File: src/rtl/vwp_pkg.sv
package vwp_pkg;
  localparam int SEL_W = 3;
  localparam logic [SEL_W-1:0] SEL_CTRL   = 3'd0;
  localparam logic [SEL_W-1:0] SEL_ADDRLO = 3'd1;
  localparam logic [SEL_W-1:0] SEL_ADDRHI = 3'd2;
  localparam logic [SEL_W-1:0] SEL_DATALO = 3'd3;
  localparam logic [SEL_W-1:0] SEL_DATAHI = 3'd4;

  typedef struct packed {
    logic ldCtrl;
    logic ldAddrLo;
    logic ldAddrHi;
    logic wrLo;
    logic wrHi;
    logic rdPort;
  } vwpStrobes_t;
endpackage

File: src/rtl/vwp_ctrl.sv
module vwp_ctrl
  import vwp_pkg::*;
(
  input  logic             clk,
  input  logic             rstN,
  input  logic             regWrEn,
  input  logic             regRdEn,
  input  logic [SEL_W-1:0] regSel,
  output vwpStrobes_t      strobes
);
  always_comb begin
    strobes          = '0;
    strobes.ldCtrl   = regWrEn && (regSel == SEL_CTRL);
    strobes.ldAddrLo = regWrEn && (regSel == SEL_ADDRLO);
    strobes.ldAddrHi = regWrEn && (regSel == SEL_ADDRHI);
    strobes.wrLo     = regWrEn && (regSel == SEL_DATALO);
    strobes.wrHi     = regWrEn && (regSel == SEL_DATAHI);
    strobes.rdPort   = regRdEn && ((regSel == SEL_DATALO) || (regSel == SEL_DATAHI));
  end

  // at most one register is loaded per host write
  p_one_target_r1: assert property (@(posedge clk) disable iff (!rstN)
    $onehot0({strobes.ldCtrl, strobes.ldAddrLo, strobes.ldAddrHi, strobes.wrLo, strobes.wrHi}));
endmodule

File: src/rtl/vwp_datapath.sv
module vwp_datapath
  import vwp_pkg::*;
#(
  parameter int ADDR_W = 16,
  parameter int DATA_W = 8
) (
  input  logic              clk,
  input  logic              rstN,
  input  vwpStrobes_t       strobes,
  input  logic [DATA_W-1:0] wrByte,
  output logic              memWrEn,
  output logic [ADDR_W-1:0] memAddr,
  output logic [DATA_W-1:0] memWrData,
  output logic              dummyReadPending
);
  localparam int HI_W = ADDR_W - DATA_W;

  logic [1:0]        stepCode;
  logic              stepHigh;
  logic [DATA_W-1:0] addrLo;
  logic [HI_W-1:0]   addrHi;
  logic [ADDR_W-1:0] ptr;
  logic [ADDR_W-1:0] stepSize;
  logic [ADDR_W-1:0] wordFromLo;
  logic [ADDR_W-1:0] wordFromHi;

  function automatic logic [ADDR_W-1:0] strideOf(input logic [1:0] code);
    if (code == 2'd0) return ADDR_W'(2);
    return ADDR_W'(32) << code;
  endfunction

  assign stepSize   = strideOf(stepCode);
  assign wordFromLo = {addrHi, wrByte};
  assign wordFromHi = {wrByte[HI_W-1:0], addrLo};

  always_ff @(posedge clk) begin
    if (!rstN) begin
      stepCode         <= 2'd0;
      stepHigh         <= 1'b0;
      addrLo           <= '0;
      addrHi           <= '0;
      ptr              <= '0;
      memWrEn          <= 1'b0;
      memAddr          <= '0;
      memWrData        <= '0;
      dummyReadPending <= 1'b0;
    end else begin
      memWrEn <= 1'b0;
      if (strobes.ldCtrl) begin
        stepCode <= wrByte[1:0];
        stepHigh <= wrByte[7];
      end
      if (strobes.ldAddrLo) begin
        addrLo <= wrByte;
        ptr    <= wordFromLo << 1;
      end
      if (strobes.ldAddrHi) begin
        addrHi <= wrByte[HI_W-1:0];
        ptr    <= wordFromHi << 1;
      end
      if (strobes.wrLo) begin
        memWrEn   <= 1'b1;
        memAddr   <= ptr;
        memWrData <= wrByte;
        if (!stepHigh) ptr <= ptr + stepSize;
      end
      if (strobes.wrHi) begin
        memWrEn   <= 1'b1;
        memAddr   <= ptr + ADDR_W'(1);
        memWrData <= wrByte;
        if (stepHigh) ptr <= ptr + stepSize;
      end
      if (strobes.ldAddrLo || strobes.ldAddrHi) dummyReadPending <= 1'b1;
      else if (strobes.rdPort)                  dummyReadPending <= 1'b0;
    end
  end

  // pointer stays word aligned
  p_ptr_even_r3: assert property (@(posedge clk) disable iff (!rstN) ptr[0] == 1'b0);
  // low-half stepping with wrap
  p_step_lo_r4: assert property (@(posedge clk) disable iff (!rstN)
    (strobes.wrLo && !stepHigh) |=> ptr == $past(ptr) + $past(stepSize));
  p_hold_hi_r4: assert property (@(posedge clk) disable iff (!rstN)
    (strobes.wrHi && !stepHigh) |=> $stable(ptr));
  // high-half stepping
  p_step_hi_r5: assert property (@(posedge clk) disable iff (!rstN)
    (strobes.wrHi && stepHigh) |=> ptr == $past(ptr) + $past(stepSize));
  p_hold_lo_r5: assert property (@(posedge clk) disable iff (!rstN)
    (strobes.wrLo && stepHigh) |=> $stable(ptr));
  // high-half writes land on odd addresses
  p_hi_odd_r6: assert property (@(posedge clk) disable iff (!rstN)
    strobes.wrHi |=> (memWrEn && memAddr[0]));
  // address load arms the discard-read flag
  p_dummy_set_r9: assert property (@(posedge clk) disable iff (!rstN)
    (strobes.ldAddrLo || strobes.ldAddrHi) |=> dummyReadPending);
endmodule

File: src/rtl/vram_write_port.sv
module vram_write_port
  import vwp_pkg::*;
#(
  parameter int ADDR_W = 16,
  parameter int DATA_W = 8
) (
  input  logic              clk,
  input  logic              rstN,
  input  logic              regWrEn,
  input  logic              regRdEn,
  input  logic [2:0]        regSel,
  input  logic [DATA_W-1:0] regWrData,
  input  logic [DATA_W-1:0] memRdData,
  output logic              memWrEn,
  output logic [ADDR_W-1:0] memAddr,
  output logic [DATA_W-1:0] memWrData,
  output logic              memChanged,
  output logic              dummyReadPending
);
  vwpStrobes_t strobes;

  vwp_ctrl u_ctrl (
    .clk     (clk),
    .rstN    (rstN),
    .regWrEn (regWrEn),
    .regRdEn (regRdEn),
    .regSel  (regSel),
    .strobes (strobes)
  );

  vwp_datapath #(.ADDR_W(ADDR_W), .DATA_W(DATA_W)) u_dp (
    .clk              (clk),
    .rstN             (rstN),
    .strobes          (strobes),
    .wrByte           (regWrData),
    .memWrEn          (memWrEn),
    .memAddr          (memAddr),
    .memWrData        (memWrData),
    .dummyReadPending (dummyReadPending)
  );

  assign memChanged = memWrEn && (memRdData != memWrData);

  // change flag never without a strobe
  p_change_needs_strobe_r8: assert property (@(posedge clk) disable iff (!rstN)
    memChanged |-> memWrEn);
endmodule

File: config.mk
export PLATFORM = sky130hd
export DESIGN_NAME = vram_write_port
export DESIGN_NICKNAME = d
export VERILOG_FILES = /design/src/rtl/vwp_pkg.sv /design/src/rtl/vwp_ctrl.sv /design/src/rtl/vwp_datapath.sv /design/src/rtl/vram_write_port.sv
export SDC_FILE = /design/constraint.sdc
export NUM_CORES = 1
export LEC_CHECK = 0
export ABC_AREA = 1
export BUFFER_PORTS_ARGS = -buffer_cell sky130_fd_sc_hd__buf_2
export CORE_AREA = 5 5 90 92
export CTS_BUF_LIST = sky130_fd_sc_hd__clkbuf_4 sky130_fd_sc_hd__clkbuf_8 sky130_fd_sc_hd__clkbuf_16
export CTS_CLUSTER_DIAMETER = 200
export DETAILED_ROUTE_END_ITERATION = 7
export DIE_AREA = 0 0 95 97
export HOLD_SLACK_MARGIN = 0.15
export PLACE_DENSITY = 0.69
export RECOVER_POWER = 25
export SLEW_MARGIN = 20
export SYNTH_ARGS = -nofsm -noshare
export SYNTH_HDL_FRONTEND = slang
export SYNTH_SLANG_ARGS = --single-unit
File: constraint.sdc
create_clock -name clk -period 2.3 [get_ports clk]
set_input_delay 0.23 -clock clk [delete_from_list [all_inputs] [get_ports clk]]
set_output_delay 0.23 -clock clk [all_outputs]
set_load 0.01 [all_outputs]
# --- Word level (Yosys, flattened, before mapping) ---
# Cells that the tools add are included.
classes:
  n_addsub: 2
  multipliers: 0
  div: 0
  order_cmp: 0
  n_eq_ne: 5
  shifts: 1
  mux: 17
  bitwise_logic: 0
  n_reduce_logical: 13
ops:
  columns: ["op", "count"]
  rows:
  - ["$mux 16", 10]
  - ["$add 16x1->16 const B", 1]
  - ["$add 16x16->16", 1]
  - ["$mux 8", 2]
  - ["$shl 6x2->16 const A", 1]
  - ["$ne 8x8->1", 1]
  - ["$logic_and 1x1->1", 7]
  - ["$eq 3x2->1 const B", 2]
  - ["$mux 1", 5]
  - ["$reduce_bool 2->1", 2]
  - ["$eq 3x1->1 const B", 1]
  - ["$eq 3x3->1 const B", 1]
  - ["$logic_not 3->1", 1]
  - ["$logic_not 2->1", 1]
  - ["$logic_or 1x1->1", 2]
totals:
  ff_bits: 60
  latchBits: 0
  mem_bits_rw: 0
  rom_bits: 0
  in_bits: 23
  output_inout_bits: 27
  elab_cells: 47
  mem_count: 0

# --- Depth between registers and ports, before layout ---
# Gate-level depths: netlist (run 1).
depth:
  ltp_word: 8
  ltp_mapped: 12
  mapped_depth_nobuf: 12

# --- By module ---
# Synthesis (run 1) repeated with hierarchy kept, for this count alone.
unflattened:
  hier_cells: 533
  hier_area_um2: 3420.8
by_module_without_submodules:
  columns: ["mod", "n_inst", "cells_per_inst", "area_each_um2", "seq_area_each_um2"]
  rows:
  - ["vwp_datapath", 1, 471, 3175.5, 1201.2]
  - ["vram_write_port", 1, 46, 172.7, 0.0]
  - ["vwp_ctrl", 1, 16, 72.6, 0.0]

# --- Worst setup path after synthesis (run 1) ---
# No wires, ideal clock.
synth_path:
  kind: "reg2reg"
  from: "register u_dp.stepCode[0]"
  to: "register u_dp.ptr[13]"
  setup_ns: 0.111
  arrival_ns: 1.463
  required_ns: 2.189
  setup_slack_ns: 0.726
  path_stages_with_launch: 13
  path_buffers: 0
  synth_period_minus_slack_ns: 1.574
  cell_sequence: "dfxtp_1 nor2_1 ha_1 ha_1 inv_1 nor2_1 nand2_1 nand2_1 nand2_1 nand2_1 nand2_1 nor2_1 nor2_1"
synth_between:
  elab_chain_len: 8
  word_cells_on_any_way: 9
  classes_between: "add/sub (1); shift (1); mux (6); reduce/logical (1)"
synth_rtl:
  columns: ["element", "line_no", "rtl"]
  rows:
  - ["from (decl)", "vwp_datapath.sv:18", "logic [1:0] stepCode;"]
  - ["from (signal assigned)", "vwp_datapath.sv:50", "stepCode <= wrByte[1:0];"]
  - ["$logic_not 2->1", "vwp_datapath.sv:28", "if (code == 2'd0) return ADDR_W'(2);"]
  - ["$mux 1", "vwp_datapath.sv:28", null]
  - ["$mux 16 (*)", "vwp_datapath.sv:29", "return ADDR_W'(32) << code;"]
  - ["$add 16x16->16 (*)", "vwp_datapath.sv:65, vwp_datapath.sv:71", null]
  - ["$mux 16", "vwp_datapath.sv:65", "if (!stepHigh) ptr <= ptr + stepSize;"]
  - ["$mux 16", "vwp_datapath.sv:61", "if (strobes.wrLo) begin"]
  - ["$mux 16", "vwp_datapath.sv:71", "if (stepHigh) ptr <= ptr + stepSize;"]
  - ["$mux 16 (*)", "vwp_datapath.sv:67", "if (strobes.wrHi) begin"]
  - ["to (signal assigned)", "vwp_datapath.sv:59", "ptr <= wordFromHi << 1;"]
  - ["to (signal assigned)", "vwp_datapath.sv:65", null]
  - ["to (signal assigned)", "vwp_datapath.sv:71", null]
  - ["to (decl)", "vwp_datapath.sv:22", "logic [ADDR_W-1:0] ptr;"]
# Mark *: on every way between the ends. The rest lies on a longest branch, timed or not.
# A chain may end at the register's enable or synchronous reset.

# --- Final worst setup path (run 1) ---
layout_path:
  from: "register u_dp.stepCode[1]"
  to: "register u_dp.ptr[14]"
# The elaborated chain is that of the path after synthesis.

==> key figures, run 1 <==
Worst setup path
  • Setup crit start: u_dp.stepCode[1]$_SDFFE_PN0P_
  • Reg2Reg Launch Point: u_dp.stepCode[1]$_SDFFE_PN0P_
  • Critical path endpoint: u_dp.ptr[14]$_SDFF_PN0_
  • CP required: 2.53 ns
  • R2R setup slack: 0.35 ns
  • Critical path capture point type: flop
  • Critical Path Fanout Max: 6
  • Type of the worst setup path: reg2reg
  • Crit start category: flop
  • Crit path DAT: 2.18 ns
  • Worst reg2reg endpoint: u_dp.ptr[14]$_SDFF_PN0_
  • FF-to-FF path depth: 10

Synthesis
  • Synth Flop Type: dfxtp_1
  • Asr flop ratio synth: 0%
  • Synth top cells by count: nand2_1 (147), nor2_1 (81), inv_1 (65)
  • Most frequent cell after synthesis: nand2_1
  • Synth area leader: dfxtp_1
  • Flop and latch count out of synthesis: 60
  • Synthesized Nets: 582
  • Sequential area share after synthesis: 34.7%
  • Avg Cell Area, Syn: 6.27 µm²
  • Syn Inst Count: 553
  • Synthesis warning total: 0
  • Mapped Area: 3470 µm²
  • Synth top area cells: dfxtp_1 (35%), nand2_1 (16%), nor2_1 (8.8%)
  • Netlist cell types: 31
  • Yosys top cell area share: 34.7%
  • EDFF count, synth: 0

Timing
  • Worst-Margin Slew: 0.858 ns
  • Final setup violation count: 0
  • Fin crit share: 84.6%
  • Sum of negative setup slack: 0 ns
  • RSZ-0062 raised after global routing: no
  • Max Fclk: 514 MHz
  • Hold WS: 0.167 ns
  • Final Slew Violations: 0
  • Final Hold Vio Count: 0
  • Minimum clock period: 1.95 ns
  • Slew headroom: 42.7%
  • Clk_skew: 0.00779 ns

Finish
  • Core occupancy in the finished layout: 55.3%
  • Syn-to-layout area delta: 13.9%
  • Non-Filler Instances: 703
  • Layout cells sized above 1: 10.4%
  • ANT cells: 0
  • # nets final: 629

Floorplan
  • CORE AREA: 7140 µm²
  • Row count: 31
  • # IOs: 50
  • Die width: 95 µm
  • Height of the die: 97 µm
  • Starting Density: 48.6%
  • Die area: 9220 µm²

Route
  • Routed WL per cell: 13.5 µm
  • Routed wire length: 9480 µm
  • DR DRC count: 0
  • DR vias/cell: 5.13
  • DRT Pass-1 Iters: 5
  • Detail Route Antenna Nets: 0
  • Vias: 3,606
  • 1st-iter DRT viols: 287

CTS
  • Post-CTS Setup Inserts: 0
  • Worst-path clk slew: 0.07 ns
  • Cts bufs inserted: 9
  • Hold Buf Count CTS: 0
  • Root Driver: clkbuf_8
  • Worst skew pair latency: 0.34 ns
  • CTS tree: built
  • Clock sink total: 60
  • Clock Tree Buf Depth: 2
  • CTS H-Tree Depth: 3
  • Resize count post-CTS: 0

Min path
  • Startpoint of the worst hold path: regRdEn
  • Hold Crit Class: in2reg

Global route
  • Vias in the first global route: 3,266
  • Largest net degree at the start of global routing: 42
  • Tot GR Track Use: 21.4%
  • Global-route wire length before repair: 15,700 µm
  • Antenna violations before repair: 0
  • Grt ovf: 0

Power and ir drop
  • Peak supply drop: 0.417 mV
  • Leakage power total: 1.82 nW
  • Power density cells: 626 nW/µm²

Placement
  • Post-DP HPWL: 7150 µm
  • Count of input and output buffers: 49
  • GPL Wtd Cong: 0.979
  • Cell total after placement: 688

Run status
  • Status: complete, no violations

Job
  • Max Cap Viol: 0
## area by class of cell
| cell class | instances | area (µm²) |
|---|---|---|
| clock buffers | 10 | 131 |
| flip-flops and latches | 60 | 1200 |
| repair buffers | 54 | 260 |
| well taps | 99 | 124 |
| multi-input cells | 404 | 1880 |
| fillers | 768 | 3190 |
| clock inverters | 5 | 77.6 |
| inverters | 71 | 270 |
## placed cells by master, fill, tap and decap left out
| cell | Yosys | final |
|---|---|---|
| nand3_2 | 1 | 1 |
| ha_1 | 6 | 6 |
| buf_2 | 4 | 31 |
| inv_2 | 3 | 3 |
| a21oi_1 | 45 | 45 |
| or2_1 | 1 | 1 |
| nand2_2 | 3 | 2 |
| clkinvlp_4 | 0 | 1 |
| xnor2_1 | 2 | 2 |
| xor2_1 | 15 | 15 |
| or2_2 | 2 | 2 |
| bufinv_16 | 0 | 2 |
| nor2_2 | 2 | 2 |
| clkbuf_4 | 0 | 1 |
| nand4_1 | 6 | 6 |
| nand2_1 | 147 | 148 |
| clkbuf_1 | 5 | 18 |
| clkbuf_8 | 0 | 9 |
| buf_4 | 4 | 5 |
| nor2_1 | 81 | 81 |
| clkinv_2 | 1 | 3 |
| o21bai_1 | 1 | 1 |
| dfxtp_1 | 60 | 60 |
| o211ai_1 | 3 | 3 |
| inv_4 | 1 | 1 |
| inv_1 | 65 | 65 |
| o21ai_0 | 34 | 34 |
| a41oi_1 | 1 | 1 |
| nor3_1 | 9 | 9 |
| a22oi_1 | 1 | 1 |
| o21ai_1 | 7 | 7 |
| nand3_1 | 37 | 37 |
| clkinv_1 | 1 | 1 |
## how the worst min path moves through the flow
stage | to | slack, ns | cells past startpoint
final | u_dp.dummyReadPending$_SDFFE_PN0P_ | 0.17 | 4
after detailed placement | u_dp.addrLo[2]$_SDFFE_PN0P_ | 0.46 | 2
after global routing | u_dp.dummyReadPending$_SDFFE_PN0P_ | 0.16 | 4
after CTS | u_dp.dummyReadPending$_SDFFE_PN0P_ | 0.15 | 4
after floorplan | u_dp.memWrData[2]$_SDFFE_PN0P_ | 0.38 | 2
after global placement | u_dp.addrLo[5]$_SDFFE_PN0P_ | 0.45 | 2
## logic make-up (layout without fill, tap and decap cells)
group | Yosys count | count (layout) | share of synthesized area, %
and+or+nand+nor | 289 | 289 | 34.2
AOI/OAI and AO/OA | 92 | 92 | 13.8
xor gates and xnor gates | 17 | 17 | 4.30
DFF | 60 | 60 | 34.7
adders and majority gates | 6 | 6 | 2.17
buffers and inverters | 89 | 140 | 11.0
## routing by layer
metal | track usage (%) | up-vias | part of all wire [%]
met1 | 28.8 | 1614 | 46
met4 | 8.44 | 0 | 2.1
met5 | 0 | - | 0
met2 | 33.1 | 117 | 45
li1 | - | 1854 | -
met3 | 4.34 | 21 | 6.2
## through the flow
step	worst slack (ns)	instance area (µm²)	total power [mW]
2_1_floorplan	0.726	3470	1.35
3_3_place_gp	0.452	3760	1.46
3_5_place_dp	0.349	3760	1.46
4_1_cts	0.403	3970	2.49
5_1_grt	0.220	3950	2.58
6_report	0.353	3950	2.47
## power breakdown
part           internal (mW)  switching (mW)
Clock                  0.612           0.419
Sequential              1.09          0.0463
Combinational          0.112           0.192
## worst max-delay path, stage by stage, from the launching register on
cell and delay (ns):
dfxtp_1 0.34, nand2_1 0.09, inv_1 0.05, ha_1 0.36, nand2_1 0.14, nor3_1 0.35
nand3_1 0.16, nand3_1 0.12, nand2_1 0.05, nor2_1 0.13, nor2_1 0.05
## sequential cells by signal (all words and copies together), names as in the netlist
| name | count |
|---|---|
| u_dp.memAddr | 16 |
| u_dp.ptr | 16 |
| u_dp.addrLo | 8 |
| u_dp.memWrData | 8 |
| u_dp.addrHi | 7 |
| u_dp.stepCode | 2 |
| u_dp.dummyReadPending | 1 |
| u_dp.memWrEn | 1 |
| u_dp.stepHigh | 1 |
(Power assumes the default switching activity.)
==> run 2, diff against run 1 <==
--- a/config.mk
+++ b/config.mk
@@ -13,7 +13,7 @@
 export DETAILED_ROUTE_END_ITERATION = 7
 export DIE_AREA = 0 0 95 97
 export HOLD_SLACK_MARGIN = 0.15
-export PLACE_DENSITY = 0.69
+export PLACE_DENSITY = 0.72
 export RECOVER_POWER = 25
 export SLEW_MARGIN = 20
 export SYNTH_ARGS = -nofsm -noshare
==> constraint.sdc (replaced) <==
create_clock -name clk -period 1.7 [get_ports clk]
set_input_delay 0.17 -clock clk [delete_from_list [all_inputs] [get_ports clk]]
set_output_delay 0.17 -clock clk [all_outputs]
set_load 0.01 [all_outputs]
==> run 2 against run 1 <==
  * Routed wire length is 11% higher
  * Worst hold slack better by 0.00098 ns
  * Power grew 36%
  * Core utilization is 7.0 points higher
  * Fmax grew 18%
  * Clock skew down 0.00050 ns
  * Clock-buffer cell count down 1
  * Highest routed layer unchanged
==> key figures, run 2 (same netlist as run 1, synthesis figures left out) <==
Floorplan
  • Height of the die: 97 µm (unchanged)
  • # IOs: 50 (unchanged)
  • Die width: 95 µm (unchanged)
  • Starting Density: 48.6% (unchanged)
  • CORE AREA: 7140 µm² (unchanged)
  • Row count: 31 (unchanged)
  • Die area: 9220 µm² (unchanged)

Global route
  • Tot GR Track Use: 24.0% (+2.6 points)
  • Vias in the first global route: 3,637 (+11%)
  • Global-route wire length before repair: 17,600 µm (+12%)
  • Antenna violations before repair: 0 (unchanged)
  • Grt ovf: 0 (unchanged)
  • Largest net degree at the start of global routing: 31 (-26%)

Min path
  • Hold path depth: 3 (-1)
  • Startpoint of the worst hold path: regWrData[0]
  • Hold endpoint: u_dp.addrLo[0]$_SDFFE_PN0P_
  • Hold Crit Class: in2reg

CTS
  • CTS tree: built
  • Root Driver: clkbuf_8
  • CTS H-Tree Depth: 3 (unchanged)
  • Worst-path clk slew: 0.07 ns (about the same)
  • Worst skew pair latency: 0.35 ns (about the same)
  • Clock sink total: 60 (unchanged)
  • Cts bufs inserted: 9 (unchanged)
  • Clock Tree Buf Depth: 2 (unchanged)

Timing
  • Final Hold Vio Count: 0 (unchanged)
  • Fin worst setup slack: 0.0537 ns (-0.299 ns)
  • Minimum clock period: 1.65 ns (-0.301 ns)
  • Worst-Margin Slew: 0.560 ns (-0.298 ns)
  • RSZ-0062 raised after global routing: yes
  • Max Fclk: 607 MHz (+18%)
  • Final Slew Violations: 0 (unchanged)
  • Slew headroom: 62.5% (+20 points)
  • Fin crit share: 96.8% (+12 points)
  • Final setup violation count: 0 (unchanged)
  • Clk_skew: 0.00728 ns (-0.000505 ns)

Worst setup path
  • Reg2Reg Launch Point: u_dp.stepCode[1]$_SDFFE_PN0P_
  • Critical path capture point type: flop
  • Critical Path Fanout Max: 5 (-1)
  • Crit path DAT: 1.90 ns (-0.28 ns)
  • Crit start category: flop
  • FF-to-FF path depth: 11 (+1)
  • CP required: 1.95 ns (-0.58 ns)
  • Type of the worst setup path: reg2reg
  • Worst reg2reg endpoint: u_dp.ptr[5]$_SDFF_PN0_
  • R2R setup slack: 0.05 ns (-0.30 ns)
  • Setup crit start: u_dp.stepCode[1]$_SDFFE_PN0P_

Power and ir drop
  • Peak supply drop: 0.510 mV (+22%)
  • Sequential fraction of design power: 45.4% (-0.5 points)
  • Pint: 2.37 mW (+31%)
  • Total power draw: 3.36 mW (+36%)
  • Clk pwr share: 39.4% (-2.4 points)
  • Leakage power total: 2.08 nW (+14%)
  • Sw Ratio: 29.7% (+3.1 points)
  • Power density cells: 757 nW/µm² (+21%)
  • Share of total power in combinational logic: 15.2% (+2.9 points)
  • Psw: 999 µW (+52%)

Placement
  • Place WS: -0.0326 ns (-0.381 ns)
  • Count of input and output buffers: 49 (unchanged)
  • Post-DP HPWL: 7860 µm (+9.9%)
  • GPL Wtd Cong: 0.946 (-3.4%)

Finish
  • Commonest non-fill, non-tap cells in the layout: nand2_1 (140), nor2_1 (76), inv_1 (61), dfxtp_1 (56)
  • ANT cells: 0 (unchanged)
  • Layout cells sized above 1: 22.2% (+12 points)
  • Largest regs: u_dp.memAddr (16), u_dp.ptr (16)
  • # nets final: 674 (+7.2%)
  • Syn-to-layout area delta: 28.3%
  • Commonest non-fill, non-tap cell in the layout: nand2_1

Route
  • Detail Route Antenna Nets: 0 (unchanged)
  • 1st-iter DRT viols: 239 (-17%)
  • DR DRC count: 0 (unchanged)
  • DR vias/cell: 5.08 (-1.0%)
  • Routed wire length: 10,500 µm (+11%)
  • Routed WL per cell: 14.0 µm (+4.0%)
  • DRT Pass-1 Iters: 5 (unchanged)
  • Vias: 3,802 (+5.4%)

Job
  • Max Cap Viol: 0 (unchanged)

Run status
  • Status: complete, no violations
[run 2: cell count changes in the layout (fill, tap and decap cells not counted), sizes merged]
cell	before	now
clkinv	4	2
inv	69	71
dlygate4sd3	0	8
bufinv	2	1
buf	36	85
clkinvlp	1	4
clkbuf	28	15
[run 2: worst max-delay path by stage]
stage,endpoint,slack (ns),depth (start not counted)
after floorplan,u_dp.ptr[13]$_SDFF_PN0_,0.13,12
after global placement,u_dp.ptr[14]$_SDFF_PN0_,0.03,10
after detailed placement,u_dp.ptr[7]$_SDFF_PN0_,-0.03,11
after CTS,u_dp.ptr[7]$_SDFF_PN0_,0.007,11
after global routing,u_dp.ptr[7]$_SDFF_PN0_,-0.06,11
final,u_dp.ptr[5]$_SDFF_PN0_,0.05,11
[run 2: repair_timing]
item / CTS / global route
hold buffers: 8 / 0
pin swaps: 2 / 15
endpoints found under the setup margin: 3 / 17
resized for setup: 3 / 36
endpoints found under the hold margin: 11 / 0
buffers inserted: 1 / 4
[run 2: layer usage]
metal | global-route usage (%) | part of all wire (%)
met5 | 0 | 0
met4 | 11.1 | 3.0
met3 | 3.57 | 5.6
met2 | 36.3 | 45
met1 | 33.2 | 46
[run 2: power by group through the flow]
stage               Clock, mW  Sequential, mW  Combinational [mW]
floorplan                   0            1.56               0.269
global placement            0            1.55               0.463
detailed placement          0            1.56               0.472
CTS                      1.35            1.52               0.491
global route             1.41            1.53               0.577
finish                   1.33            1.53               0.512
[run 2: worst max-delay path, cell delays in order, from the launching register on]
cell	delay, ns
dfxtp_4	0.37
nor2_2	0.11
ha_2	0.22
ha_4	0.13
inv_1	0.05
nor2_2	0.09
buf_4	0.13
buf_4	0.10
xor2_1	0.14
a21oi_1	0.08
o21ai_1	0.09
inv_1	0.04
[run 2: through the flow]
step / area (µm²) / hold WS [ns] / utilization, % / TNS (ns) / cells
floorplan: 3470 / 0.319 / - / 0 / 553
global placement: 4020 / 0.446 / 56.3 / 0 / 720
detailed placement: 4020 / 0.450 / 56.3 / -0.0549 / 720
CTS: 4310 / 0.160 / 60.4 / 0 / 745
global route: 4450 / 0.181 / 62.3 / -0.176 / 749
finish: 4450 / 0.168 / 62.3 / 0 / 749
[run 2: layout make-up]
type / instances / area [µm²]
fill: 704 / 2690
multi-input combinational: 404 / 2000
sequential: 60 / 1210
timing repair buffer: 99 / 643
inverter: 71 / 270
clock buffer: 9 / 124
tap: 99 / 124
clock inverter: 7 / 75.1
